**src/rtl/tbase_pkg.sv**
```systemverilog
package tbase_pkg;
   typedef enum logic [1:0] {
      SRC_SYSCLK = 2'd0,
      SRC_PIN    = 2'd1,
      SRC_ANGLE  = 2'd2,
      SRC_HOLD   = 2'd3
   } tb_src_e;
endpackage

```
**src/rtl/tbase_pin_sync.sv**
```systemverilog
module tbase_pin_sync #(
   parameter int STAGES = 2
) (
   input  logic clk,
   input  logic rst_n,
   input  logic pin_async,
   output logic pin_rise
);
   localparam int LAST = STAGES - 1;

   logic [LAST:0] sync_q;
   logic          prev_q;

   if (STAGES < 2) begin : g_bad_stages
      $error("tbase_pin_sync: STAGES must be at least 2");
   end

   always_ff @(posedge clk or negedge rst_n) begin
      if (!rst_n) begin
         sync_q <= '0;
         prev_q <= 1'b0;
      end else begin
         sync_q <= {sync_q[LAST-1:0], pin_async};
         prev_q <= sync_q[LAST];
      end
   end

   assign pin_rise = sync_q[LAST] & ~prev_q;

   // a detected edge lasts exactly one cycle
   p_rise_single_r3 : assert property (@(posedge clk) disable iff (!rst_n)
      pin_rise |=> !pin_rise);
endmodule

```
**src/rtl/tbase_prescaler.sv**
```systemverilog
module tbase_prescaler #(
   parameter int DIV_W = 6
) (
   input  logic             clk,
   input  logic             rst_n,
   input  logic             run,
   input  logic             restart,
   input  logic [DIV_W-1:0] div,
   output logic             term
);
   logic [DIV_W-1:0] phase_q;
   logic             at_end;

   assign at_end = (phase_q >= div);
   assign term   = run & at_end;

   always_ff @(posedge clk or negedge rst_n) begin
      if (!rst_n) begin
         phase_q <= '0;
      end else if (restart) begin
         phase_q <= '0;
      end else if (run) begin
         if (at_end) phase_q <= '0;
         else        phase_q <= phase_q + 1'b1;
      end
   end

   // a load restarts the divider
   p_restart_clears_r7 : assert property (@(posedge clk) disable iff (!rst_n)
      restart |=> (phase_q == '0));
   // a stopped divider keeps its position
   p_phase_frozen_r6 : assert property (@(posedge clk) disable iff (!rst_n)
      (!run && !restart) |=> $stable(phase_q));
endmodule

```
**src/rtl/tbase_counter.sv**
```systemverilog
module tbase_counter
   import tbase_pkg::*;
#(
   parameter int CNT_W     = 24,
   parameter int DIV_W     = 6,
   parameter bit HAS_ANGLE = 1'b0
) (
   input  logic             clk,
   input  logic             rst_n,
   input  logic             en,
   input  logic [1:0]       src,
   input  logic [DIV_W-1:0] div,
   input  logic             pin_rise,
   input  logic             angle_tick,
   input  logic             load,
   input  logic [CNT_W-1:0] load_val,
   output logic [CNT_W-1:0] count
);
   tb_src_e          src_e;
   logic             pre_term;
   logic             angle_step;
   logic             step;
   logic [CNT_W-1:0] count_q;

   assign src_e = tb_src_e'(src);

   tbase_prescaler #(.DIV_W(DIV_W)) u_pre (
      .clk     (clk),
      .rst_n   (rst_n),
      .run     (en && (src_e == SRC_SYSCLK)),
      .restart (load),
      .div     (div),
      .term    (pre_term)
   );

   if (HAS_ANGLE) begin : g_angle
      assign angle_step = (src_e == SRC_ANGLE) & angle_tick;
   end else begin : g_no_angle
      assign angle_step = 1'b0;
   end

   assign step = en & (((src_e == SRC_SYSCLK) & pre_term) |
                       ((src_e == SRC_PIN)    & pin_rise) |
                       angle_step);

   always_ff @(posedge clk or negedge rst_n) begin
      if (!rst_n)    count_q <= '0;
      else if (load) count_q <= load_val;
      else if (step) count_q <= count_q + 1'b1;
   end

   assign count = count_q;

   // a load lands on the next edge
   p_load_lands_r7 : assert property (@(posedge clk) disable iff (!rst_n)
      load |=> (count == $past(load_val)));
   // disabled counter holds
   p_disabled_holds_r6 : assert property (@(posedge clk) disable iff (!rst_n)
      (!en && !load) |=> $stable(count));
   // without a load the count moves by at most one, wrapping modulo 2^CNT_W
   p_unit_step_r8 : assert property (@(posedge clk) disable iff (!rst_n)
      !load |=> ((count == $past(count)) || (count == CNT_W'($past(count) + 1'b1))));
   // hold code never moves the count
   p_hold_code_r5 : assert property (@(posedge clk) disable iff (!rst_n)
      (src_e == SRC_HOLD && !load) |=> $stable(count));

   if (!HAS_ANGLE) begin : g_no_angle_chk
      // angle code is inert on a counter without angle input
      p_angle_inert_r5 : assert property (@(posedge clk) disable iff (!rst_n)
         (src_e == SRC_ANGLE && !load) |=> $stable(count));
   end
endmodule

```
**src/rtl/dual_timebase.sv**
```systemverilog
module dual_timebase #(
   parameter int CNT_W       = 24,
   parameter int DIV_W       = 6,
   parameter int SYNC_STAGES = 2
) (
   input  logic               clk,
   input  logic               rst_n,
   input  logic [1:0]         tb_en,
   input  logic [1:0]         tb0_src,
   input  logic [1:0]         tb1_src,
   input  logic [DIV_W-1:0]   tb0_div,
   input  logic [DIV_W-1:0]   tb1_div,
   input  logic               ext_clk_pin,
   input  logic               angle_tick,
   input  logic [1:0]         load_en,
   input  logic [CNT_W-1:0]   load_val,
   output logic [2*CNT_W-1:0] tb_bus
);
   localparam int N_TB = 2;

   if (CNT_W < 2) begin : g_bad_cnt
      $error("dual_timebase: CNT_W must be at least 2");
   end
   if (DIV_W < 1) begin : g_bad_div
      $error("dual_timebase: DIV_W must be at least 1");
   end

   logic             pin_rise;
   logic [1:0]       src_arr [N_TB];
   logic [DIV_W-1:0] div_arr [N_TB];
   logic [CNT_W-1:0] cnt_arr [N_TB];

   assign src_arr[0] = tb0_src;
   assign src_arr[1] = tb1_src;
   assign div_arr[0] = tb0_div;
   assign div_arr[1] = tb1_div;

   tbase_pin_sync #(.STAGES(SYNC_STAGES)) u_sync (
      .clk       (clk),
      .rst_n     (rst_n),
      .pin_async (ext_clk_pin),
      .pin_rise  (pin_rise)
   );

   for (genvar i = 0; i < N_TB; i++) begin : g_tb
      tbase_counter #(
         .CNT_W     (CNT_W),
         .DIV_W     (DIV_W),
         .HAS_ANGLE (i == 1)
      ) u_cnt (
         .clk        (clk),
         .rst_n      (rst_n),
         .en         (tb_en[i]),
         .src        (src_arr[i]),
         .div        (div_arr[i]),
         .pin_rise   (pin_rise),
         .angle_tick (angle_tick),
         .load       (load_en[i]),
         .load_val   (load_val),
         .count      (cnt_arr[i])
      );
      assign tb_bus[i*CNT_W +: CNT_W] = cnt_arr[i];
   end

   // both halves of the bus are zero right after reset
   p_reset_zero_r1 : assert property (@(posedge clk)
      $rose(rst_n) |-> (tb_bus == '0));
endmodule

```
**config.mk**
```make
export PLATFORM = sky130hd
export DESIGN_NAME = dual_timebase
export DESIGN_NICKNAME = d
export VERILOG_FILES = /design/src/rtl/tbase_pkg.sv /design/src/rtl/tbase_pin_sync.sv /design/src/rtl/tbase_prescaler.sv /design/src/rtl/tbase_counter.sv /design/src/rtl/dual_timebase.sv
export SDC_FILE = /design/constraint.sdc
export NUM_CORES = 1
export LEC_CHECK = 0
export BUFFER_PORTS_ARGS = -buffer_cell sky130_fd_sc_hd__buf_4
export CAP_MARGIN = 40
export CORE_MARGIN = 3
export CORE_UTILIZATION = 49
export CTS_BUF_LIST = sky130_fd_sc_hd__clkbuf_16
export DETAILED_ROUTE_END_ITERATION = 12
export PLACE_DENSITY = 0.77
export SETUP_SLACK_MARGIN = 0.2
export SLEW_MARGIN = 20
export SYNTH_ARGS = -nofsm -noshare
export SYNTH_HDL_FRONTEND = slang
export SYNTH_SLANG_ARGS = --single-unit
```
**constraint.sdc**
```tcl
create_clock -name clk -period 2.1 [get_ports clk]
set_input_delay 0.315 -clock clk [delete_from_list [all_inputs] [get_ports clk]]
set_output_delay 0.315 -clock clk [all_outputs]
set_load 0.03 [all_outputs]
```
==> impl_metrics.yaml <==
run_status:
  status: "finished, violations left"
  violations: "negative setup slack"
synth:
  yosysUniqueCellTypes: 50
  synthCells: 495
  postSynthAreaPerCell_um2: 8.314
  yosysWarnings: 0
  synth_ff_type: "dfrtp_1"
  async_flop_share_pct: 100.0
  synth_area_um2: 4115
  synth_enable_flop_cells: 0
  ys_ff_latch: 63
  yosysSeqAreaShare_pct: 38.31
  synth_fp_nets: 559
worst_setup_path:
  worst-r2r-setup-slack_ns: -0.02
  crit_arrival_ns: 2.36
  endpoint_kind: "flop"
  regToRegEndpoint: "g_tb[0].u_cnt.count[9]"
  crit_type: "reg -> reg"
  worstSetupStartpoint: "g_tb[0].u_cnt.u_pre.phase_q[3]"
  critPathMaxStageDelay_ns: 0.51
  start_kind: "flop"
  path_depth: 8
  worstPathMaxFanout: 5
  cpMaxStageDelayCell: "or4_4"
  worstPathCellList: "ha_4 > a21oi_2 > o21ai_4 > a211oi_4 > buf_6 > buf_12 > or4_4 > a31oi_2"
  crit_family: "compound AO/OA/AOI/OAI gates"
  timing.rr.start: "g_tb[0].u_cnt.u_pre.phase_q[3]"
  crit_end: "g_tb[0].u_cnt.count[9]"
  cp_num_buf_inv: 2
  worstPathRequired_ns: 2.34
  worstRegToRegCells: 8
route:
  wl_mm: 15.63
  drc_errors: 0
  drtIter0Drc: 453
  first_pass_iters: 5
  avgViaCountPerCell: 6.626
  vias: 4943
  ant_nets: 0
  routedWlPerCell_um: 20.95
place:
  io_buffers: 95
  hpwl_mm: 8.910
  gp_congestion: 0.8640
  place_ws_ns: -0.05666
  dp.cells: 693
power_and_ir_drop:
  power.leakage_nw: 2.659
  ir_drop_mv: 0.5445
  power.density_nw_per_um2: 640.4
  power_mw: 4.116
clock_tree:
  cts_made_buffers: 9
  clock_sinks: 63
  clk_pin_slew_worst_paths_ns: 0.06
  cts_tree: "yes"
  clk_latency_ns: 0.33
  clk_path_buf_depth: 2
  root_buffer: "clkbuf_16"
  htree_levels: 3
global_route:
  grt_max_degree: 39
  grt_overflow_total: 0
  grt_pass1_vias: 4426
  grt_antenna_before_repair: 0
  grt_usage_pct: 27.53
  grt_pass1_wl_mm: 21.79
timing:
  rsz0062_at_grt: "true"
  finClkSkew_ns: 0.004311
  fmax_mhz: 471.6
  worst_pin_slew_ns: 0.5668
  finalCritPeriodShare_pct: 101.0
  drv_slew: 0
  fin_crit_ns: 2.120
  setup_viol: 2
  slew_headroom_pct: 62.04
  setup_ws_ns: -0.02041
  finalHoldViolCount: 0
die:
  initial_core_util_pct: 51.91
  fp-row-count: 32
  die_width_um: 97.64
  dieArea_um2: 9534
  die_h_um: 97.64
  fp.coreArea_um2: 7928
  io_pins: 96
finish:
  final_util_pct: 81.08
  layout-drive-gt1-share_pct: 40.99
  fill_cells: 472
  diodes: 0
  layout_common_cells: "buf_4, dfrtp_1, nand2_1"
  nets: 703
  area_growth_pct: 56.19
  fin_cells: 746
  layout_commonest_cell: "buf_4"
worst_hold_path:
  hp-class: "in -> reg"
run:
  maxCapViolCount: 0
==> logic make-up (layout without fill, tap and decap cells) <==
family | after synthesis | count (layout) | share of synthesized area [%]
DFF | 63 | 63 | 38.31
buffers and inverters | 49 | 198 | 4.560
AOI/OAI and AO/OA | 142 | 142 | 23.41
adders and majority gates | 16 | 16 | 4.865
xor gates and xnor gates | 2 | 2 | 0.4257
and+or+nand+nor | 223 | 223 | 28.43
==> area by class of cell <==
cell class,instances,area (um^2),share of cell area (%)
well taps,102,127.6,1.986
inverters,27,101.3,1.577
multi-input cells,383,2899,45.10
clock buffers,9,225.2,3.504
flip-flops and latches,63,1594,24.80
repair buffers,155,1415,22.02
clock inverters,7,65.06,1.012
==> worst register-to-register path, cell delays in order (launching register included) <==
cell,delay (ns)
dfrtp_1,0.42
ha_4,0.29
a21oi_2,0.08
o21ai_4,0.19
a211oi_4,0.08
buf_6,0.14
buf_12,0.12
or4_4,0.51
a31oi_2,0.21
==> sequential cells by signal (all words and copies together) (netlist names) <==
register                  cells
g_tb.u_cnt.u_pre.phase_q     12
u_sync.prev_q                 1
u_sync.sync_q                 2
g_tb.u_cnt.count             48
==> how the worst min path moves through the flow <==
stage,startpoint,endpoint,slack [ns],depth (start not counted)
after floorplan,rst_n,g_tb[0].u_cnt.count[0],0.02,0
after global placement,rst_n,g_tb[1].u_cnt.count[14],0.33,1
after detailed placement,u_sync.sync_q[0],u_sync.sync_q[1],0.33,0
after CTS,ext_clk_pin,u_sync.sync_q[0],0.1,1
after global routing,ext_clk_pin,u_sync.sync_q[0],0.09,1
final,ext_clk_pin,u_sync.sync_q[0],0.10,1
==> Yosys cell counts, drive strengths merged (2+ instances only) <==
master   instances  area [um^2]
nor2            42        157.7
o211ai          16        125.1
and3             8        50.05
o21ai           34        170.2
a2bb2oi          2        17.52
a31oi           32        200.2
and4             3        26.28
nand3b           2        15.01
nor3             6        35.03
buf              3        15.01
nand3           39        195.2
ha              16        200.2
inv             26        97.59
dfrtp           63         1577
a22oi            6        45.04
nor2b            6        37.54
o22ai            2        12.51
o211a            2        20.02
clkbuf          19        71.32
a21bo            2        20.02
and2             2        12.51
nand2           48        180.2
a211oi           4        35.03
nand2b           7        58.81
xor2             2        17.52
a21oi           11        55.05
or4             14        105.1
o311ai           8        70.07
a311o            2        20.02
a21o             4        37.53
or3             28        175.2
o31ai           11        82.58
nand4           13        81.33
==> report_power, final <==
part / internal [mW] / leakage [nW] / total, mW / switching, mW
clock network: 0.910 / 0.146 / 1.49 / 0.576
registers: 1.32 / 0.735 / 1.48 / 0.160
logic: 0.502 / 1.78 / 1.15 / 0.651
==> metrics by stage <==
step           instance area, um^2  setup TNS [ns]  hold WS [ns]
2_1_floorplan                 4239               0       0.01941
3_3_place_gp                  5172               0        0.3328
3_5_place_dp                  5172         -0.2182        0.3347
4_1_cts                       5911               0       0.09721
5_1_grt                       6427         -0.5517       0.09018
6_report                      6427        -0.02657        0.1012
==> routing by layer <==
metal | vias up | global-route usage [%] | wire length, um
li1 | 2171 | - | -
met1 | 2374 | 34.86 | 5787
met2 | 335 | 47.97 | 7986
met3 | 63 | 6.030 | 1363
met4 | 0 | 6.283 | 487
met5 | - | 0 | 0
==> timing repair <==
item | CTS | global route
resized for setup | 38 | 82
endpoints found under the hold margin | 37 | 0
cloned | 3 | 4
setup buffers | 20 | 9
endpoints found under the setup margin | 43 | 55
pin swaps | 44 | 62
hold buffers | 1 | 0
No activity file was read; power rests on OpenSTA's default activity.
